<file path="src/rtl/pport_fwd_pkg.sv">
package pport_fwd_pkg;
  localparam int unsigned BYTE_W = 8;

  typedef enum logic [1:0] {
    ST_IDLE  = 2'd0,
    ST_SETUP = 2'd1,
    ST_STRB  = 2'd2,
    ST_RELS  = 2'd3
  } tx_state_e;

  typedef struct packed {
    logic              is_data;
    logic [BYTE_W-1:0] value;
  } bus_word_t;
endpackage

</file>
<file path="src/rtl/pport_rst_sync.sv">
module pport_rst_sync #(
  parameter int unsigned STAGES = 2
) (
  input  logic clk,
  input  logic rst_n,
  output logic rst_sync_n
);
  logic [STAGES-1:0] chain_q;

  always_ff @(posedge clk or negedge rst_n) begin
    if (!rst_n) chain_q <= '0;
    else        chain_q <= {chain_q[STAGES-2:0], 1'b1};
  end

  assign rst_sync_n = chain_q[STAGES-1];
endmodule

</file>
<file path="src/rtl/pport_bit_sync.sv">
module pport_bit_sync #(
  parameter int unsigned STAGES = 2
) (
  input  logic clk,
  input  logic rst_n,
  input  logic din,
  output logic dout
);
  logic [STAGES-1:0] sh_q;
  logic [STAGES-1:0] sh_nx;

  always_comb sh_nx = {sh_q[STAGES-2:0], din};

  always_ff @(posedge clk or negedge rst_n) begin
    if (!rst_n) sh_q <= '0;
    else        sh_q <= sh_nx;
  end

  assign dout = sh_q[STAGES-1];
endmodule

</file>
<file path="src/rtl/pport_byte_queue.sv">
module pport_byte_queue #(
  parameter int unsigned DEPTH = 16,
  parameter int unsigned WIDTH = 8
) (
  input  logic             clk,
  input  logic             rst_n,
  input  logic             wr,
  input  logic [WIDTH-1:0] wdata,
  input  logic             pop,
  output logic [WIDTH-1:0] rdata,
  output logic             full,
  output logic             empty,
  output logic             ovf
);
  localparam int unsigned AW = $clog2(DEPTH);

  logic [WIDTH-1:0] mem [DEPTH];
  logic [AW:0]      wp_q, wp_nx, rp_q, rp_nx;
  logic             ovf_q, ovf_nx;
  logic             accept, take;

  always_comb begin
    empty  = (wp_q == rp_q);
    full   = (wp_q[AW] != rp_q[AW]) && (wp_q[AW-1:0] == rp_q[AW-1:0]);
    accept = wr & ~full;
    take   = pop & ~empty;
    wp_nx  = wp_q + {{AW{1'b0}}, accept};
    rp_nx  = rp_q + {{AW{1'b0}}, take};
    ovf_nx = ovf_q | (wr & full);
    rdata  = mem[rp_q[AW-1:0]];
  end

  always_ff @(posedge clk or negedge rst_n) begin
    if (!rst_n) begin
      wp_q  <= '0;
      rp_q  <= '0;
      ovf_q <= 1'b0;
    end else begin
      wp_q  <= wp_nx;
      rp_q  <= rp_nx;
      ovf_q <= ovf_nx;
    end
  end

  always_ff @(posedge clk) begin
    if (accept) mem[wp_q[AW-1:0]] <= wdata;
  end

  assign ovf = ovf_q;

  AST_NO_POP_EMPTY: assert property (@(posedge clk) disable iff (!rst_n)
    pop |-> !empty);
  AST_FULL_REFUSED: assert property (@(posedge clk) disable iff (!rst_n)
    (wr && full && !pop) |=> (full && ovf));
  AST_OVF_STICKY: assert property (@(posedge clk) disable iff (!rst_n)
    ovf |=> ovf);
  AST_WRITE_STORED: assert property (@(posedge clk) disable iff (!rst_n)
    (wr && !full && !pop) |=> !empty);
endmodule

</file>
<file path="src/rtl/pport_fwd_seq.sv">
module pport_fwd_seq
  import pport_fwd_pkg::*;
(
  input  logic              clk,
  input  logic              rst_n,
  input  logic              cmd_empty,
  input  logic [BYTE_W-1:0] cmd_rdata,
  input  logic              dat_empty,
  input  logic [BYTE_W-1:0] dat_rdata,
  input  logic              busy_s,
  output logic              cmd_pop,
  output logic              dat_pop,
  output logic [BYTE_W-1:0] pd_out,
  output logic              host_ack,
  output logic              strobe_n
);
  tx_state_e st_q, st_nx;
  bus_word_t word_q, word_nx;
  logic      load_en;
  logic      strb_q, strb_nx;

  always_comb begin
    st_nx   = st_q;
    word_nx = word_q;
    load_en = 1'b0;
    strb_nx = strb_q;
    cmd_pop = 1'b0;
    dat_pop = 1'b0;
    unique case (st_q)
      ST_IDLE: begin
        if (!busy_s) begin
          if (!cmd_empty) begin
            cmd_pop = 1'b1;
            load_en = 1'b1;
            word_nx = '{is_data: 1'b0, value: cmd_rdata};
            st_nx   = ST_SETUP;
          end else if (!dat_empty) begin
            dat_pop = 1'b1;
            load_en = 1'b1;
            word_nx = '{is_data: 1'b1, value: dat_rdata};
            st_nx   = ST_SETUP;
          end
        end
      end
      ST_SETUP: begin
        strb_nx = 1'b0;
        st_nx   = ST_STRB;
      end
      ST_STRB: begin
        if (busy_s) begin
          strb_nx = 1'b1;
          st_nx   = ST_RELS;
        end
      end
      ST_RELS: begin
        if (!busy_s) st_nx = ST_IDLE;
      end
      default: st_nx = ST_IDLE;
    endcase
  end

  always_ff @(posedge clk or negedge rst_n) begin
    if (!rst_n) begin
      st_q   <= ST_IDLE;
      strb_q <= 1'b1;
      word_q <= '{is_data: 1'b1, value: '0};
    end else begin
      st_q   <= st_nx;
      strb_q <= strb_nx;
      if (load_en) word_q <= word_nx;
    end
  end

  assign pd_out   = word_q.value;
  assign host_ack = word_q.is_data;
  assign strobe_n = strb_q;

  AST_STROBE_HOLD: assert property (@(posedge clk) disable iff (!rst_n)
    (!strobe_n && !busy_s) |=> !strobe_n);
  AST_BUS_STABLE: assert property (@(posedge clk) disable iff (!rst_n)
    !strobe_n |-> ($stable(pd_out) && $stable(host_ack)));
  AST_NO_RESTRIKE: assert property (@(posedge clk) disable iff (!rst_n)
    (strobe_n && busy_s) |=> strobe_n);
endmodule

</file>
<file path="src/rtl/pport_fwd_tx.sv">
module pport_fwd_tx
  import pport_fwd_pkg::*;
#(
  parameter int unsigned Q_DEPTH     = 16,
  parameter int unsigned SYNC_STAGES = 2
) (
  input  logic              clk,
  input  logic              rst_n,
  input  logic              cmd_wr,
  input  logic [BYTE_W-1:0] cmd_wdata,
  output logic              cmd_full,
  output logic              cmd_empty,
  output logic              cmd_ovf,
  input  logic              dat_wr,
  input  logic [BYTE_W-1:0] dat_wdata,
  output logic              dat_full,
  output logic              dat_empty,
  output logic              dat_ovf,
  input  logic              periph_busy,
  output logic [BYTE_W-1:0] pd_out,
  output logic              host_ack,
  output logic              strobe_n
);
  localparam int unsigned NQ    = 2;
  localparam int unsigned Q_CMD = 0;
  localparam int unsigned Q_DAT = 1;

  logic              rst_i_n;
  logic              busy_s;
  logic [NQ-1:0]     q_wr, q_pop, q_full, q_empty, q_ovf;
  logic [BYTE_W-1:0] q_wdata [NQ];
  logic [BYTE_W-1:0] q_rdata [NQ];

  pport_rst_sync #(.STAGES(2)) u_rst (
    .clk(clk), .rst_n(rst_n), .rst_sync_n(rst_i_n)
  );

  pport_bit_sync #(.STAGES(SYNC_STAGES)) u_busy_sync (
    .clk(clk), .rst_n(rst_i_n), .din(periph_busy), .dout(busy_s)
  );

  assign q_wr[Q_CMD]    = cmd_wr;
  assign q_wr[Q_DAT]    = dat_wr;
  assign q_wdata[Q_CMD] = cmd_wdata;
  assign q_wdata[Q_DAT] = dat_wdata;

  for (genvar g = 0; g < NQ; g++) begin : g_queue
    pport_byte_queue #(.DEPTH(Q_DEPTH), .WIDTH(BYTE_W)) u_q (
      .clk  (clk),
      .rst_n(rst_i_n),
      .wr   (q_wr[g]),
      .wdata(q_wdata[g]),
      .pop  (q_pop[g]),
      .rdata(q_rdata[g]),
      .full (q_full[g]),
      .empty(q_empty[g]),
      .ovf  (q_ovf[g])
    );
  end

  pport_fwd_seq u_seq (
    .clk      (clk),
    .rst_n    (rst_i_n),
    .cmd_empty(q_empty[Q_CMD]),
    .cmd_rdata(q_rdata[Q_CMD]),
    .dat_empty(q_empty[Q_DAT]),
    .dat_rdata(q_rdata[Q_DAT]),
    .busy_s   (busy_s),
    .cmd_pop  (q_pop[Q_CMD]),
    .dat_pop  (q_pop[Q_DAT]),
    .pd_out   (pd_out),
    .host_ack (host_ack),
    .strobe_n (strobe_n)
  );

  assign cmd_full  = q_full[Q_CMD];
  assign cmd_empty = q_empty[Q_CMD];
  assign cmd_ovf   = q_ovf[Q_CMD];
  assign dat_full  = q_full[Q_DAT];
  assign dat_empty = q_empty[Q_DAT];
  assign dat_ovf   = q_ovf[Q_DAT];

  AST_CMD_FIRST: assert property (@(posedge clk) disable iff (!rst_i_n)
    q_pop[Q_DAT] |-> q_empty[Q_CMD]);
  AST_CMD_TAG: assert property (@(posedge clk) disable iff (!rst_i_n)
    q_pop[Q_CMD] |=> !host_ack);
  AST_DAT_TAG: assert property (@(posedge clk) disable iff (!rst_i_n)
    q_pop[Q_DAT] |=> host_ack);
  AST_ONE_POP: assert property (@(posedge clk) disable iff (!rst_i_n)
    $countones(q_pop) <= 1);
endmodule

</file>
<file path="config.mk">
export PLATFORM = sky130hd
export DESIGN_NAME = pport_fwd_tx
export DESIGN_NICKNAME = d
export VERILOG_FILES = /design/src/rtl/pport_fwd_pkg.sv /design/src/rtl/pport_rst_sync.sv /design/src/rtl/pport_bit_sync.sv /design/src/rtl/pport_byte_queue.sv /design/src/rtl/pport_fwd_seq.sv /design/src/rtl/pport_fwd_tx.sv
export SDC_FILE = /design/constraint.sdc
export NUM_CORES = 1
export LEC_CHECK = 0
export BUFFER_PORTS_ARGS = -buffer_cell sky130_fd_sc_hd__clkbuf_2
export CAP_MARGIN = 20
export CORE_MARGIN = 4
export CORE_UTILIZATION = 49
export DETAILED_ROUTE_END_ITERATION = 12
export GPL_TIMING_DRIVEN = 0
export PLACE_DENSITY_LB_ADDON = 0.1
export SETUP_SLACK_MARGIN = 0.4
export SKIP_LAST_GASP = 1
export SYNTH_ARGS = -nofsm -noshare
export SYNTH_HDL_FRONTEND = slang
export SYNTH_HIERARCHICAL = 1
export SYNTH_SLANG_ARGS = --single-unit
export TNS_END_PERCENT = 5
</file>
<file path="constraint.sdc">
create_clock -name clk -period 1.2 [get_ports clk]
set_clock_uncertainty 0.2 [all_clocks]
set_input_delay 0.06 -clock clk [delete_from_list [all_inputs] [get_ports clk]]
set_output_delay 0.06 -clock clk [all_outputs]
set_load 0.02 [all_outputs]
</file>
=== After elaboration in Yosys (flattened, before gate mapping) ===
Memories as Yosys holds them, arrays and structs flattened.
Cells that the tools add are included.

* Bitwise gates (word level): 13
* Add/subtract/negate cells: 4
* Reductions and logical operators: 7
* Mux-type cells: 24
* Equality and inequality tests: 14

{| class="wikitable"
|+ Operator list
! kind !! number
|-
| 5-bit by 1-bit adder with 5-bit output || 4
|-
| 9-bit 2-to-1 mux || 2
|-
| 1-bit 2-to-1 mux || 15
|-
| 5-bit equality test || 2
|-
| 2-bit 2-to-1 mux || 5
|-
| 4-bit equality test || 2
|-
| 2-bit inequality test (second input constant) || 4
|-
| 2-bit one-hot mux with 4 select lines || 1
|-
| 4-bit AND reduction || 2
|-
| 1-bit bitwise AND || 6
|-
| 1-bit inverter || 5
|-
| 2-bit equality test (second input constant) || 2
|-
| 3-bit inequality test (second input constant) || 1
|-
| 2-bit by 1-bit equality test with 1-bit output (second input constant) || 1
|-
| 1-bit logical AND || 2
|-
| 2-bit zero test || 1
|-
| 1-bit inequality test || 2
|-
| 1-bit OR || 2
|-
| 1-bit one-hot mux with 2 select lines || 1
|-
| 2-bit AND reduction || 1
|-
| 2-bit nonzero test || 1
|}

* Memory bits (writable): 256
* Word-level logic and storage cells: 76
* Register bits: 38
* Input bits: 21
* Output and inout port bits: 16
* Memories: 2

{| class="wikitable"
|+ Memories
! name !! depth !! width !! rd ports !! clocked after Yosys merged registers in !! wr ports !! line !! RTL
|-
| g_queue[0].u_q.mem || 16 || 8 || 1 || 0 || 1 || pport_byte_queue.sv:17 || <nowiki>logic [WIDTH-1:0] mem [DEPTH];</nowiki>
|-
| g_queue[1].u_q.mem || 16 || 8 || 1 || 0 || 1 || pport_byte_queue.sv:17 ||
|}

=== Logic depth before layout (Yosys ltp) ===
* Word-level depth: 7
* Gate-level depth with buffers: 11
* Gate-level depth less buffers: 9

=== Hierarchy ===
Netlist, hierarchy kept.

{| class="wikitable"
|+ By module, submodules not included
! module !! area each (µm²) !! sequential area each (µm²) !! cells an instance !! times used
|-
| pport_byte_queue || 5596.6 || 4119.0 || 283 || 2
|-
| pport_fwd_seq || 708.2 || 302.8 || 54 || 1
|-
| pport_rst_sync || 53.8 || 50.0 || 3 || 1
|-
| pport_bit_sync || 50.0 || 50.0 || 2 || 1
|}

=== Worst setup path before layout ===
Ideal clock, no wire load.

* Path type: flip-flop to flip-flop
* From: register g_queue[0].u_q.rp_q[0]
* To: register g_queue[1].u_q.rp_q[4]
* Library setup time: 0.123 ns
* Clock period less this slack: 2.767 ns
* Stages on the path, launching flop included: 12
* Data required time: 0.877 ns
* Path slack: -1.567 ns
* Arrival: 2.445 ns
* Path buffers: 2
* Cell sequence: dfrtp_1 buf_6 xnor2_1 nand4_1 nor2_1 buf_6 and4bb_2 nor2b_1 ha_1 ha_1 nand3_1 xnor2_1

* Cells in the longest elaborated chain, start to end: 6

{| class="wikitable"
|+ Ends and longest elaborated chain
! element !! line !! RTL
|-
| from (decl) || pport_byte_queue.sv:18 || <nowiki>logic [AW:0] wp_q, wp_nx, rp_q, rp_nx;</nowiki>
|-
| from (signal assigned) || pport_byte_queue.sv:40 || <nowiki>rp_q <= rp_nx;</nowiki>
|-
| 5-bit equality test || pport_byte_queue.sv:23 || <nowiki>empty = (wp_q == rp_q);</nowiki>
|-
| via cmd_empty || pport_fwd_tx.sv:12 || <nowiki>output logic cmd_empty,</nowiki>
|-
| 1-bit 2-to-1 mux || pport_fwd_seq.sv:32 || <nowiki>if (!cmd_empty) begin</nowiki>
|-
| 1-bit 2-to-1 mux || pport_fwd_seq.sv:31 || <nowiki>if (!busy_s) begin</nowiki>
|-
| 1-bit 2-to-1 mux || pport_fwd_seq.sv:29 || <nowiki>unique case (st_q)</nowiki>
|-
| via q_pop[1] || pport_fwd_tx.sv:30 || <nowiki>logic [NQ-1:0] q_wr, q_pop, q_full, q_empty, q_ovf;</nowiki>
|-
| 1-bit bitwise AND || pport_byte_queue.sv:26 || <nowiki>take = pop & ~empty;</nowiki>
|-
| 5-bit by 1-bit adder with 5-bit output || pport_byte_queue.sv:28 || <nowiki>rp_nx = rp_q + {{AW{1'b0}}, take};</nowiki>
|-
| via g_queue[1].u_q.rp_nx[4] || pport_byte_queue.sv:18 ||
|-
| to (signal assigned) || pport_byte_queue.sv:40 ||
|-
| to (decl) || pport_byte_queue.sv:18 ||
|}

The timed path passes the listed nets, and every way through them passes these cells.
A chain may end at the register's enable or synchronous reset.

==> Implementation_results.wiki <==
{| class="wikitable"
! Metric !! Value
|-
| Worst Hold Launch || cmd_wdata[2]
|-
| Sequential area share after synthesis || 72.0%
|-
| Post-synthesis register bit count || 294
|-
| Class of the tightest hold or removal check || input port to register
|-
| Maximum fanout encountered on the critical timing path || 8
|-
| Sequential cell area || 8640 µm²
|-
| Starting density of the core || 49.7%
|-
| X dimension of the die || 165 µm
|-
| DRC violation count after routing || 0
|-
| Total of max-cap violations || 0
|-
| Crit. Startpoint || g_queue[1].u_q/rp_q[0]$_DFF_PN0_
|-
| Number of hold-repair buffers added at the cts stage || 11
|-
| Count of unique library cells instantiated by Yosys || 46
|-
| Final Worst Setup Slack || -1.26 ns
|-
| Pin count of the biggest net entering global routing || 37
|-
| Final Hold Viols || 161
|-
| Average size of a mapped cell || 19.2 µm²
|-
| Antenna diode count || 0
|-
| Max VDD drop || 1.16 mV
|-
| Launch instance of the worst register-to-register path || g_queue[1].u_q/rp_q[0]$_DFF_PN0_
|-
| Hold Path Depth || 1
|-
| Worst-Margin Slew || 0.784 ns
|-
| Ratio of cells with drive above 1 in the final layout || 38.8%
|-
| Fillers || 1691
|-
| Congestion Overflow GR || 0
|-
| Detailed-route vias per instance || 5.69
|-
| # port buffers || 36
|-
| Number of detailed-route iterations in the first pass || 4
|-
| Min Tclk post-route || 2.46 ns
|-
| Post-detailed-routing wire length || 26.7 mm
|-
| Status || finished, violations left
|-
| Standard cell core area || 24200 µm²
|-
| CTS clock-pin slew for the worst setup and hold paths || 0.06 ns
|-
| Clock Path Buffers || 3
|-
| Warnings, synthesis || 6
|-
| Drt initial violations || 485
|-
| Pre-CTS setup slack || -1.70 ns
|-
| Kind of end point of the critical path || register
|-
| Synthesized area || 12000 µm²
|-
| Antenna Violating Nets Remaining || 0
|-
| Sum of net half-perimeters after detailed placement || 17.5 mm
|-
| Unrepaired setup endpoints after global routing || yes
|-
| Root buf cell || sky130_fd_sc_hd__clkbuf_16
|-
| Clock latency reported for the late side of the worst-skew pair || 0.56 ns
|-
| Design Power || 34200 µW
|-
| Final Max Slew Viols || 0
|-
| Worst endpoint data arrival time || 2.70 ns
|-
| TritonCTS clock tree || built
|-
| Total nets after synthesis || 659
|-
| Hold WS || -0.226 ns
|-
| Global placement routability congestion || 0.793
|-
| Htree depth || 1
|-
| Total clock buffers created by CTS || 31
|-
| Number of vias after detailed routing || 6390
|-
| Final Util || 61.4%
|-
| Pwr Density || 2310 nW/µm²
|-
| Initial antenna violation count || 0
|-
| R2r worst-path depth || 7
|-
| Global-route wire length before repair || 39.6 mm
|-
| GRT Overall Usage || 19.8%
|-
| Count of nets after finishing || 811
|-
| Fraction of registers with async set or reset after synthesis || 12.9%
|-
| Headroom to the max-slew limit || 47.7%
|-
| Clock sink count || 294
|-
| Violated checks || hold timing, setup timing
|-
| Area overhead of the layout relative to synthesis || 23.6%
|-
| Row Count || 57
|-
| Area occupied by multi-input gates || 3480 µm²
|-
| Number of primary I/O pins || 37
|-
| Critical path startpoint category || register
|-
| Fraction of the cycle the final worst path needs || 205%
|-
| DR WL/cell || 23.7 µm
|-
| Number of standard cells after synthesis || 625
|-
| Die Outline Area || 27100 µm²
|-
| Class of the most critical setup path || register to register
|-
| Commonest register cell after synthesis || sky130_fd_sc_hd__edfxtp_1
|-
| Standby leakage power || 0.00516 µW
|-
| Die span in y || 165 µm
|-
| Vias in the first global route || 6422
|-
| Post-synth EDFFs || 256
|-
| Worst endpoint required time || 1.44 ns
|-
| Endpoints failing setup || 306
|-
| Highest Clock Rate || 0.406 GHz
|}
-- cells by family (layout without fill, tap and decap cells) --
kind of cell / Yosys count / count (layout) / synth area share [%]
xor+xnor: 22 / 22 / 1.60
fa+ha+maj: 13 / 13 / 1.35
simple gates: 76 / 76 / 3.52
buf+inv: 47 / 221 / 2.97
other cells: 1 / 1 / 0.0312
flops: 294 / 294 / 72.0
compound gates: 60 / 61 / 3.56
mux: 112 / 112 / 15.0
-- path summary, 6_finish.rpt --
path	endpoint	slack, ns
worst max-delay path	u_seq/pd_out[2]$_DFFE_PN0P_	-1.26
worst min-delay path	g_queue[0].u_q/mem[3][2]$_DFFE_PP_	-0.23
worst max register to register	u_seq/pd_out[2]$_DFFE_PN0P_	-1.26
worst min register to register	g_queue[0].u_q/wp_q[2]$_DFF_PN0_	0.14
max in group asynchronous	g_queue[1].u_q/rp_q[1]$_DFF_PN0_	0.13
min in group asynchronous	g_queue[0].u_q/wp_q[2]$_DFF_PN0_	0.14
-- synthesized netlist by cell type, drive strengths merged (2+ instances only) --
cell type | number | area (µm²)
a21o | 2 | 15.0
a22oi | 17 | 128
a32oi | 16 | 140
and2 | 2 | 15.0
buf | 31 | 292
clkbuf | 6 | 27.5
dfrtp | 36 | 901
dfstp | 2 | 52.6
edfxtp | 256 | 7690
ha | 13 | 163
inv | 10 | 37.5
mux2 | 16 | 206
mux2i | 48 | 480
mux4 | 48 | 1110
nand2 | 5 | 18.8
nand2b | 9 | 56.3
nand3 | 8 | 40.0
nand4 | 2 | 12.5
nor2 | 10 | 37.5
nor2b | 4 | 25.0
nor3 | 18 | 90.1
nor4 | 12 | 75.1
o21ai | 20 | 108
or4 | 2 | 15.0
xnor2 | 18 | 158
xor2 | 4 | 35.0
-- cell usage in the layout (no fill, tap or decap), types with 6 or more instances in the layout --
cell type                       instances
sky130_fd_sc_hd__mux2i_1               48
sky130_fd_sc_hd__nor3_2                 7
sky130_fd_sc_hd__edfxtp_1             256
sky130_fd_sc_hd__nand3_1                7
sky130_fd_sc_hd__nor3_4                10
sky130_fd_sc_hd__dfrtp_1               35
sky130_fd_sc_hd__clkinv_1              10
sky130_fd_sc_hd__inv_1                  8
sky130_fd_sc_hd__mux2_4                 7
sky130_fd_sc_hd__xnor2_2                7
sky130_fd_sc_hd__buf_4                 59
sky130_fd_sc_hd__ha_1                   9
sky130_fd_sc_hd__buf_12                 9
sky130_fd_sc_hd__buf_2                  9
sky130_fd_sc_hd__buf_6                 20
sky130_fd_sc_hd__o21ai_1               12
sky130_fd_sc_hd__nand2b_1               9
sky130_fd_sc_hd__nor2_1                 6
sky130_fd_sc_hd__dlygate4sd3_1         11
sky130_fd_sc_hd__xnor2_1               10
sky130_fd_sc_hd__a32oi_1               14
sky130_fd_sc_hd__mux2_2                 9
sky130_fd_sc_hd__a22oi_1               17
sky130_fd_sc_hd__clkbuf_2              39
sky130_fd_sc_hd__nor4_2                 6
sky130_fd_sc_hd__clkbuf_16             34
sky130_fd_sc_hd__nor4_4                 6
sky130_fd_sc_hd__clkbuf_1               6
sky130_fd_sc_hd__mux4_2                43
-- through the flow --
| stage | std cells | TNS (ns) | cell area, µm² |
|---|---|---|---|
| final | 1124 | -306.78 | 14800 |
| after detailed placement | 1015 | -387.70 | 12900 |
| after global placement | 985 | -513.03 | 12700 |
| after global routing | 1124 | -329.73 | 14800 |
| after floorplan | 625 | -330.24 | 12100 |
| after CTS | 1105 | -312.15 | 14500 |
-- critical path: stages (launching register included) --
cell and delay (ns):
sky130_fd_sc_hd__dfrtp_1 0.39, sky130_fd_sc_hd__buf_12 0.18, sky130_fd_sc_hd__buf_4 0.15, sky130_fd_sc_hd__mux4_1 0.54, sky130_fd_sc_hd__a32oi_1 0.23, sky130_fd_sc_hd__o21ai_2 0.12
sky130_fd_sc_hd__mux2_4 0.28, sky130_fd_sc_hd__mux2_2 0.26
-- report_power, final --
group          total (µW)  switching, µW  leakage (µW)  internal (µW)
Clock                8620           3710      0.000451           4910
Combinational       12400           6610       0.00194           5820
Sequential          13200            577       0.00277          12600
-- cell type report --
cell class | instances | area share, %
timing repair buffer | 118 | 6.22
inverter | 10 | 0.253
buffer | 37 | 2.89
tap | 324 | 2.73
clock buffer | 37 | 5.38
clock inverter | 19 | 0.801
multi-input combinational | 285 | 23.5
sequential | 294 | 58.3
-- flip-flops by register name, indices dropped and copies added (netlist names) --
register and flops:
g_queue.u_q/rp_q 10, g_queue.u_q/wp_q 10, u_seq/host_ack 1, u_rst/chain_q 2, u_seq/strobe_n 1, g_queue.u_q/mem 256
u_seq/pd_out 8, u_busy_sync/sh_q 2, u_seq/st_q 2, g_queue.u_q/ovf 2
-- what timing repair did --
action | in CTS | in global routing
setup buffers | 20 | 16
endpoints found under the setup margin | 342 | 415
hold endpoints to repair | 316 | 161
pin swaps | 10 | 10
gates cloned | 3 | 3
gates resized for setup | 67 | 34
-- per-layer routing --
metal	GRT usage (%)	wire length, µm
met4	4.39	415
met2	29.5	12300
met5	0	0
met3	3.24	1900
met1	31.1	12100
Power figures use the tool's default switching activity.
